**src/rtl/cfgac_pkg.sv**
```systemverilog
package cfgac_pkg;

    typedef enum logic [2:0] {
        OP_FUSE_WR = 3'd0,
        OP_FUSE_RD = 3'd1,
        OP_SIG_RD  = 3'd2,
        OP_SIG_WR  = 3'd3,
        OP_SEC_SET = 3'd4,
        OP_PRELOAD = 3'd5,
        OP_ERASE   = 3'd6,
        OP_RSVD    = 3'd7
    } cfg_op_e;

    localparam int SIG_BYTES = 8;
    localparam int SIG_BW    = 8;
    localparam int SIG_AW    = $clog2(SIG_BYTES);

    typedef struct packed {
        logic wr_fuse;
        logic rd_fuse;
        logic wr_sig;
        logic rd_sig;
        logic set_sec;
        logic preload;
        logic erase;
        logic reject;
    } cmd_dec_t;

    // Turn an op code and the protection state into action enables.
    // A refused command enables no action at all.
    function automatic cmd_dec_t decode_cmd(input cfg_op_e op, input logic prot);
        cmd_dec_t d;
        d = '0;
        unique case (op)
            OP_FUSE_WR: d.wr_fuse = 1'b1;
            OP_FUSE_RD: if (prot) d.reject = 1'b1; else d.rd_fuse = 1'b1;
            OP_SIG_RD:  d.rd_sig  = 1'b1;
            OP_SIG_WR:  d.wr_sig  = 1'b1;
            OP_SEC_SET: d.set_sec = 1'b1;
            OP_PRELOAD: if (prot) d.reject = 1'b1; else d.preload = 1'b1;
            OP_ERASE:   d.erase   = 1'b1;
            default:    d.reject  = 1'b1;
        endcase
        return d;
    endfunction

    function automatic cmd_dec_t gate_dec(input cmd_dec_t d, input logic en);
        return en ? d : '0;
    endfunction

endpackage

```
**src/rtl/cfgac_fuse_bank.sv**
```systemverilog
module cfgac_fuse_bank #(
    parameter int ROWS  = 16,
    parameter int ROW_W = 32,
    localparam int AW   = $clog2(ROWS)
) (
    input  logic             clk,
    input  logic             rst,
    input  logic             wr_en,
    input  logic [AW-1:0]    wr_row,
    input  logic [ROW_W-1:0] wr_data,
    input  logic             clr_en,
    input  logic [AW-1:0]    clr_row,
    input  logic [AW-1:0]    rd_row,
    output logic [ROW_W-1:0] rd_data
);

    logic [ROW_W-1:0] rows_q [ROWS];

    for (genvar r = 0; r < ROWS; r++) begin : g_row
        localparam logic [AW-1:0] IDX = AW'(r);
        always_ff @(posedge clk) begin
            if (rst) begin
                rows_q[r] <= '0;
            end else if (clr_en && clr_row == IDX) begin
                rows_q[r] <= '0;
            end else if (wr_en && wr_row == IDX) begin
                rows_q[r] <= wr_data;
            end
        end
    end

    always_comb begin
        rd_data = '0;
        for (int r = 0; r < ROWS; r++) begin
            if (rd_row == AW'(r)) rd_data = rows_q[r];
        end
    end

endmodule

```
**src/rtl/cfgac_sig_store.sv**
```systemverilog
module cfgac_sig_store
    import cfgac_pkg::*;
(
    input  logic              clk,
    input  logic              rst,
    input  logic              wr_en,
    input  logic [SIG_AW-1:0] wr_idx,
    input  logic [SIG_BW-1:0] wr_byte,
    input  logic [SIG_AW-1:0] rd_idx,
    output logic [SIG_BW-1:0] rd_byte
);

    logic [SIG_BW-1:0] bytes_q [SIG_BYTES];

    for (genvar b = 0; b < SIG_BYTES; b++) begin : g_byte
        always_ff @(posedge clk) begin
            if (rst) begin
                bytes_q[b] <= '0;
            end else if (wr_en && wr_idx == SIG_AW'(b)) begin
                bytes_q[b] <= wr_byte;
            end
        end
    end

    assign rd_byte = bytes_q[rd_idx];

endmodule

```
**src/rtl/cfgac_guard.sv**
```systemverilog
module cfgac_guard #(
    parameter int ROWS = 16,
    localparam int AW  = $clog2(ROWS)
) (
    input  logic          clk,
    input  logic          rst,
    input  logic          set_prot,
    input  logic          erase_go,
    output logic          prot,
    output logic          erasing,
    output logic          clr_en,
    output logic [AW-1:0] clr_row
);

    localparam logic [AW-1:0] LAST_ROW = AW'(ROWS - 1);

    logic          prot_q;
    logic          busy_q;
    logic [AW-1:0] ptr_q;

    always_ff @(posedge clk) begin
        if (rst) begin
            prot_q <= 1'b0;
            busy_q <= 1'b0;
            ptr_q  <= '0;
        end else if (busy_q) begin
            if (ptr_q == LAST_ROW) begin
                busy_q <= 1'b0;
                prot_q <= 1'b0;
                ptr_q  <= '0;
            end else begin
                ptr_q <= ptr_q + 1'b1;
            end
        end else if (erase_go) begin
            busy_q <= 1'b1;
            ptr_q  <= '0;
        end else if (set_prot) begin
            prot_q <= 1'b1;
        end
    end

    assign prot    = prot_q;
    assign erasing = busy_q;
    assign clr_en  = busy_q;
    assign clr_row = ptr_q;

endmodule

```
**src/rtl/cfg_access_ctrl.sv**
```systemverilog
module cfg_access_ctrl
    import cfgac_pkg::*;
#(
    parameter int ROWS  = 16,
    parameter int ROW_W = 32,
    parameter int NREG  = 8,
    localparam int AW     = $clog2(ROWS),
    localparam int ADDR_W = (AW > SIG_AW) ? AW : SIG_AW
) (
    input  logic              clk,
    input  logic              rst,
    input  logic              cmd_valid,
    output logic              cmd_ready,
    input  logic [2:0]        cmd_op,
    input  logic [ADDR_W-1:0] cmd_addr,
    input  logic [ROW_W-1:0]  cmd_wdata,
    output logic              rsp_valid,
    output logic              rsp_reject,
    output logic [ROW_W-1:0]  rsp_data,
    output logic              pl_strobe,
    output logic [NREG-1:0]   pl_value
);

    logic             accept;
    cmd_dec_t         dec;
    logic             secured;
    logic             erasing;
    logic             clr_en;
    logic [AW-1:0]    clr_row;
    logic [ROW_W-1:0] fuse_rd;
    logic [SIG_BW-1:0] sig_rd;
    logic [ROW_W-1:0] rd_mux;

    assign cmd_ready = ~erasing;
    assign accept    = cmd_valid & cmd_ready;
    assign dec       = gate_dec(decode_cmd(cfg_op_e'(cmd_op), secured), accept);

    cfgac_guard #(.ROWS(ROWS)) u_guard (
        .clk      (clk),
        .rst      (rst),
        .set_prot (dec.set_sec),
        .erase_go (dec.erase),
        .prot     (secured),
        .erasing  (erasing),
        .clr_en   (clr_en),
        .clr_row  (clr_row)
    );

    cfgac_fuse_bank #(.ROWS(ROWS), .ROW_W(ROW_W)) u_bank (
        .clk     (clk),
        .rst     (rst),
        .wr_en   (dec.wr_fuse),
        .wr_row  (cmd_addr[AW-1:0]),
        .wr_data (cmd_wdata),
        .clr_en  (clr_en),
        .clr_row (clr_row),
        .rd_row  (cmd_addr[AW-1:0]),
        .rd_data (fuse_rd)
    );

    cfgac_sig_store u_sig (
        .clk     (clk),
        .rst     (rst),
        .wr_en   (dec.wr_sig),
        .wr_idx  (cmd_addr[SIG_AW-1:0]),
        .wr_byte (cmd_wdata[SIG_BW-1:0]),
        .rd_idx  (cmd_addr[SIG_AW-1:0]),
        .rd_byte (sig_rd)
    );

    always_comb begin
        rd_mux = '0;
        if (dec.rd_fuse)     rd_mux = fuse_rd;
        else if (dec.rd_sig) rd_mux = ROW_W'(sig_rd);
    end

    always_ff @(posedge clk) begin
        if (rst) begin
            rsp_valid  <= 1'b0;
            rsp_reject <= 1'b0;
            rsp_data   <= '0;
            pl_strobe  <= 1'b0;
            pl_value   <= '0;
        end else begin
            rsp_valid  <= accept;
            rsp_reject <= dec.reject;
            rsp_data   <= rd_mux;
            pl_strobe  <= dec.preload;
            if (dec.preload) pl_value <= cmd_wdata[NREG-1:0];
        end
    end

endmodule

```
**config.mk**
```make
export PLATFORM = sky130hd
export DESIGN_NAME = cfg_access_ctrl
export DESIGN_NICKNAME = d
export VERILOG_FILES = /design/src/rtl/cfgac_pkg.sv /design/src/rtl/cfgac_fuse_bank.sv /design/src/rtl/cfgac_sig_store.sv /design/src/rtl/cfgac_guard.sv /design/src/rtl/cfg_access_ctrl.sv
export SDC_FILE = /design/constraint.sdc
export NUM_CORES = 1
export LEC_CHECK = 0
export ABC_AREA = 1
export BUFFER_PORTS_ARGS = -buffer_cell sky130_fd_sc_hd__buf_4
export CAP_MARGIN = 15
export CORE_MARGIN = 2
export CORE_UTILIZATION = 60
export DETAILED_ROUTE_END_ITERATION = 10
export GPL_TIMING_DRIVEN = 1
export PLACE_DENSITY = 0.77
export SYNTH_ARGS = -nofsm -noshare
export SYNTH_HDL_FRONTEND = slang
export SYNTH_SLANG_ARGS = --single-unit
```
**constraint.sdc**
```tcl
create_clock -name clk -period 6.3 [get_ports clk]
set_input_delay 1.89 -clock clk [delete_from_list [all_inputs] [get_ports clk]]
set_output_delay 1.89 -clock clk [all_outputs]
set_load 0.05 [all_outputs]
```
==> results list <==
* Logic depth of the worst register-to-register path: 10
* Final WL: 64200 um
- The share of synthesized area in the top cell type comes to 0.662.
* Slew @ Worst Pin: approximately 1.2 ns
- Biggest area consumer among synthesized cells: edfxtp_1
* Wire length of the first global-routing pass: 99200 um
- The tool flagged a number of max-cap violations equal to 0.
- The endpoint identified for the worst register-to-register timing path is u_bank.rows_q[1][215]$_SDFFCE_PN0P_.
* DRC violation count after routing: 0
- Along the worst path, the maximum fanout reaches 33.
- The worst hold path begins at u_guard.prot$_SDFFE_PP0P_.
* Total GRT Usage: 0.290
* Vias: between 15000 and 20000
- Endpoint of the worst hold path: rsp_reject$_SDFF_PP0_
- Final nets: between 2000 and 3000
- The detail route stage leaves a number of antenna-violating nets equal to 0.
- For the worst setup path, the data required time is 6.59 ns.
- Setup slack on the worst reg-to-reg path comes out at roughly 3.1 ns.
- The largest individual stage delay along the critical path comes from the cell nor2_2.
* Port bufs: 85
- Power density over cell area: around 290 nW/um^2
- For the finished layout, the period the worst path requires is roughly 4.3 ns.
* Routability cong.: about 0.85
- Of the cells placed in the final design, the portion with a size suffix greater than 1 is 0.0957.
* Mean area per synthesized cell: around 10 um^2
* Boundary Pins: 86
- Setup violations remaining at the end of the flow were counted as 0.
- The H-tree was split into 2 levels.
- Core occupancy in the finished layout: 0.675
- The most common cell in the synthesized netlist is nor2_1.
- Total of hold buffers inserted after clock tree synthesis: 0
* Total number of placement rows: between 70 and 80
- Worst hold path cell count: 2
* Flops & latches, synth: about 630
- Peak supply drop: 224 uV
- Summed over all layers, the global routing overflow is 0.
* Startpoint of the worst register-to-register path: u_guard.clr_row[0]$_SDFFE_PP0P_
- Placed cell area: between 20000 and 30000 um^2
- Height of the die: 213 um
* Critical setup path kind: input port to flop
* Area of the core region: roughly 43000 um^2
* Post-route cell area: between 20000 and 30000 um^2
* Detailed-router iteration count before antenna repair: 6
- TritonCTS created 60 clock buffers.
- CTS tree: done
* Arrival time of data at the critical path endpoint: 4.58 ns
- For this run, asynchronously set or reset flops after synthesis account for 0.
* Vias in the first global route: roughly 18000
- The die covers around 45000 um^2.
- Gate Count Post-Synth: 2495
- Setup repair after global routing missed its margin: no
- Most used DFF post-synth: edfxtp_1
- Clock latency reported for the late side of the worst-skew pair: around 0.62 ns
* Final Max Tran Viols: 0
* Post-synth EDFFs: 576
- Endpoint kind of the worst setup timing path: flop
- Sum Neg Setup Slack: 0 ns
- The detailed router finished its first iteration with about 2100 violations.
- The initial utilization of the core area, before any placement, comes to 0.607.
- Yosys Warn Count: 0
* Via/cell ratio: approximately 5.8
- Relative to the synthesized area, the layout overhead comes to 11.2%.
- Summed instance area of the synthesized netlist: around 26000 um^2
* Slew headroom: 0.229
* Max Fclk: around 0.23 GHz
- Hold WS: 0.507 ns
- Leakage power: 11.5 nW
* Wire length per cell: about 20 um
- The number of antenna diodes in the final layout is 0.
- Yosys attributes the largest share of cell area to edfxtp_1 66%, nor2_1 11%, nand2_1 5.9%.
- Antenna violations before repair: 0
- Maximum number of pins on one net before global-route repair: 35
- Synthesis instantiated 29 different standard cells from the library.
- Placed wire-length estimate after detailed placement: 40200 um
* Number of buffers on the longest clock path: 3
* Post-Synthesis Net Count: between 2000 and 3000
* Sequence of cells on the critical path: buf_4, nor2_2, nand2_2, inv_2, nand3_1, buf_4, nand2_1, buf_4
- Number of post-CTS setup repair buffers: 0
- Slowest Stage Delay on Critical Path: between 0.7 and 0.8 ns
- In this run the clock root is driven by a clkbuf_16.
* Post-CTS clock slew at the launch and capture registers of the worst setup and hold paths: 0.06 ns
* Most used cell along the critical path: buf_4
- The run finished with clean final reports.
* Final worst clock skew: between 0.01 and 0.015 ns
* Commonest cells in the synthesized netlist: 752 x nor2_1, 576 x edfxtp_1, 412 x nand2_1
- For this design, the sink count on the clock tree is around 630.
* Class of the most critical hold timing path: flop to flop
- Seq/Total Area, Yosys: 0.699
- CP startpoint kind: input port
- Post-CTS repair changed the size of 0 cells.
- Of the available clock period, the critical path in the final layout requires 0.681.
- The die is between 200 and 250 um wide.
* Hold Vio Cnt, Final: 0
per-stage QoR:
step           instances  setup slack, ns  total power [W]
4_1_cts             3160             1.91          0.00855
5_1_grt             3165             1.75          0.00876
2_1_floorplan       2495             1.20          0.00505
3_3_place_gp        3049             1.43          0.00522
6_report            3165             2.01          0.00854
3_5_place_dp        3049             1.30          0.00524
final cells by class:
cell class / count / area (um^2)
repair buffers: 134 / 1020
well taps: 585 / 732
clock buffers: 89 / 1680
clock inverters: 22 / 138
flip-flops and latches: 625 / 18300
fillers: 3159 / 14000
inverters: 140 / 526
multi-input cells: 1570 / 6700
cells by family after synthesis:
group           Yosys count  share of synthesized area
simple gates           1380                      0.215
flops                   625                      0.699
buf+inv                 300                     0.0452
compound gates          185                     0.0382
fa+ha+maj                 4                    0.00191
xor+xnor                  1                   0.000335
sequential cells by signal (all words and copies together) (netlist names):
signal and cells:
u_bank.rows_q 512, u_sig.bytes_q 64, rsp_data 32, pl_value 8
u_guard.clr_row 4, pl_strobe 1, rsp_reject 1, rsp_valid 1
u_guard.clr_en 1, u_guard.prot 1
worst max-delay path by stage:
| stage | startpoint | to | slack (ns) | cells past startpoint |
|---|---|---|---|---|
| finish | cmd_addr[2] | u_bank.rows_q[0][119]$_SDFFCE_PN0P_ | 2.01 | 8 |
| global route | cmd_addr[2] | u_bank.rows_q[0][124]$_SDFFCE_PN0P_ | 1.75 | 8 |
| CTS | rst | u_bank.rows_q[1][232]$_SDFFCE_PN0P_ | 1.91 | 7 |
| detailed placement | rst | u_bank.rows_q[1][251]$_SDFFCE_PN0P_ | 1.30 | 7 |
| global placement | rst | u_bank.rows_q[1][250]$_SDFFCE_PN0P_ | 1.43 | 7 |
| floorplan | cmd_addr[2] | u_bank.rows_q[1][0]$_SDFFCE_PN0P_ | 1.20 | 4 |
cell usage in the layout, fill, tap and decap left out, types with 6 or more instances in the layout:
master / count
o211ai_1: 7
edfxtp_1: 576
inv_1: 121
nor2_2: 14
nand3_1: 85
clkinv_2: 11
clkbuf_1: 24
inv_2: 10
or2_0: 6
o21ai_0: 20
nor2_1: 746
clkbuf_16: 62
a21oi_1: 115
nand4_1: 106
clkinv_1: 16
o21ai_1: 20
nand2_1: 412
a22oi_1: 18
dfxtp_1: 49
buf_4: 129
metal layers:
| layer | GRT usage | wire length (um) | vias up |
|---|---|---|---|
| met5 | 0 | 0 | - |
| met4 | 0.147 | 3090 | 0 |
| met3 | 0.0347 | 4250 | 193 |
| met2 | 0.513 | 33500 | 853 |
| met1 | 0.352 | 23400 | 8797 |
| li1 | - | - | 8428 |
critical path: cells and delay by family:
family / cells / cell delay (ns)
simple gates: 4 / 1.45
buf+inv: 4 / 1.20
where the power goes:
group	internal, W	switching, W	leakage, nW
clock	0.00188	0.00151	0.896
combinational	0.0000967	0.000357	4.29
sequential	0.00466	0.0000422	6.35
total	0.00664	0.00190	11.5
Power figures use the tool's default switching activity.
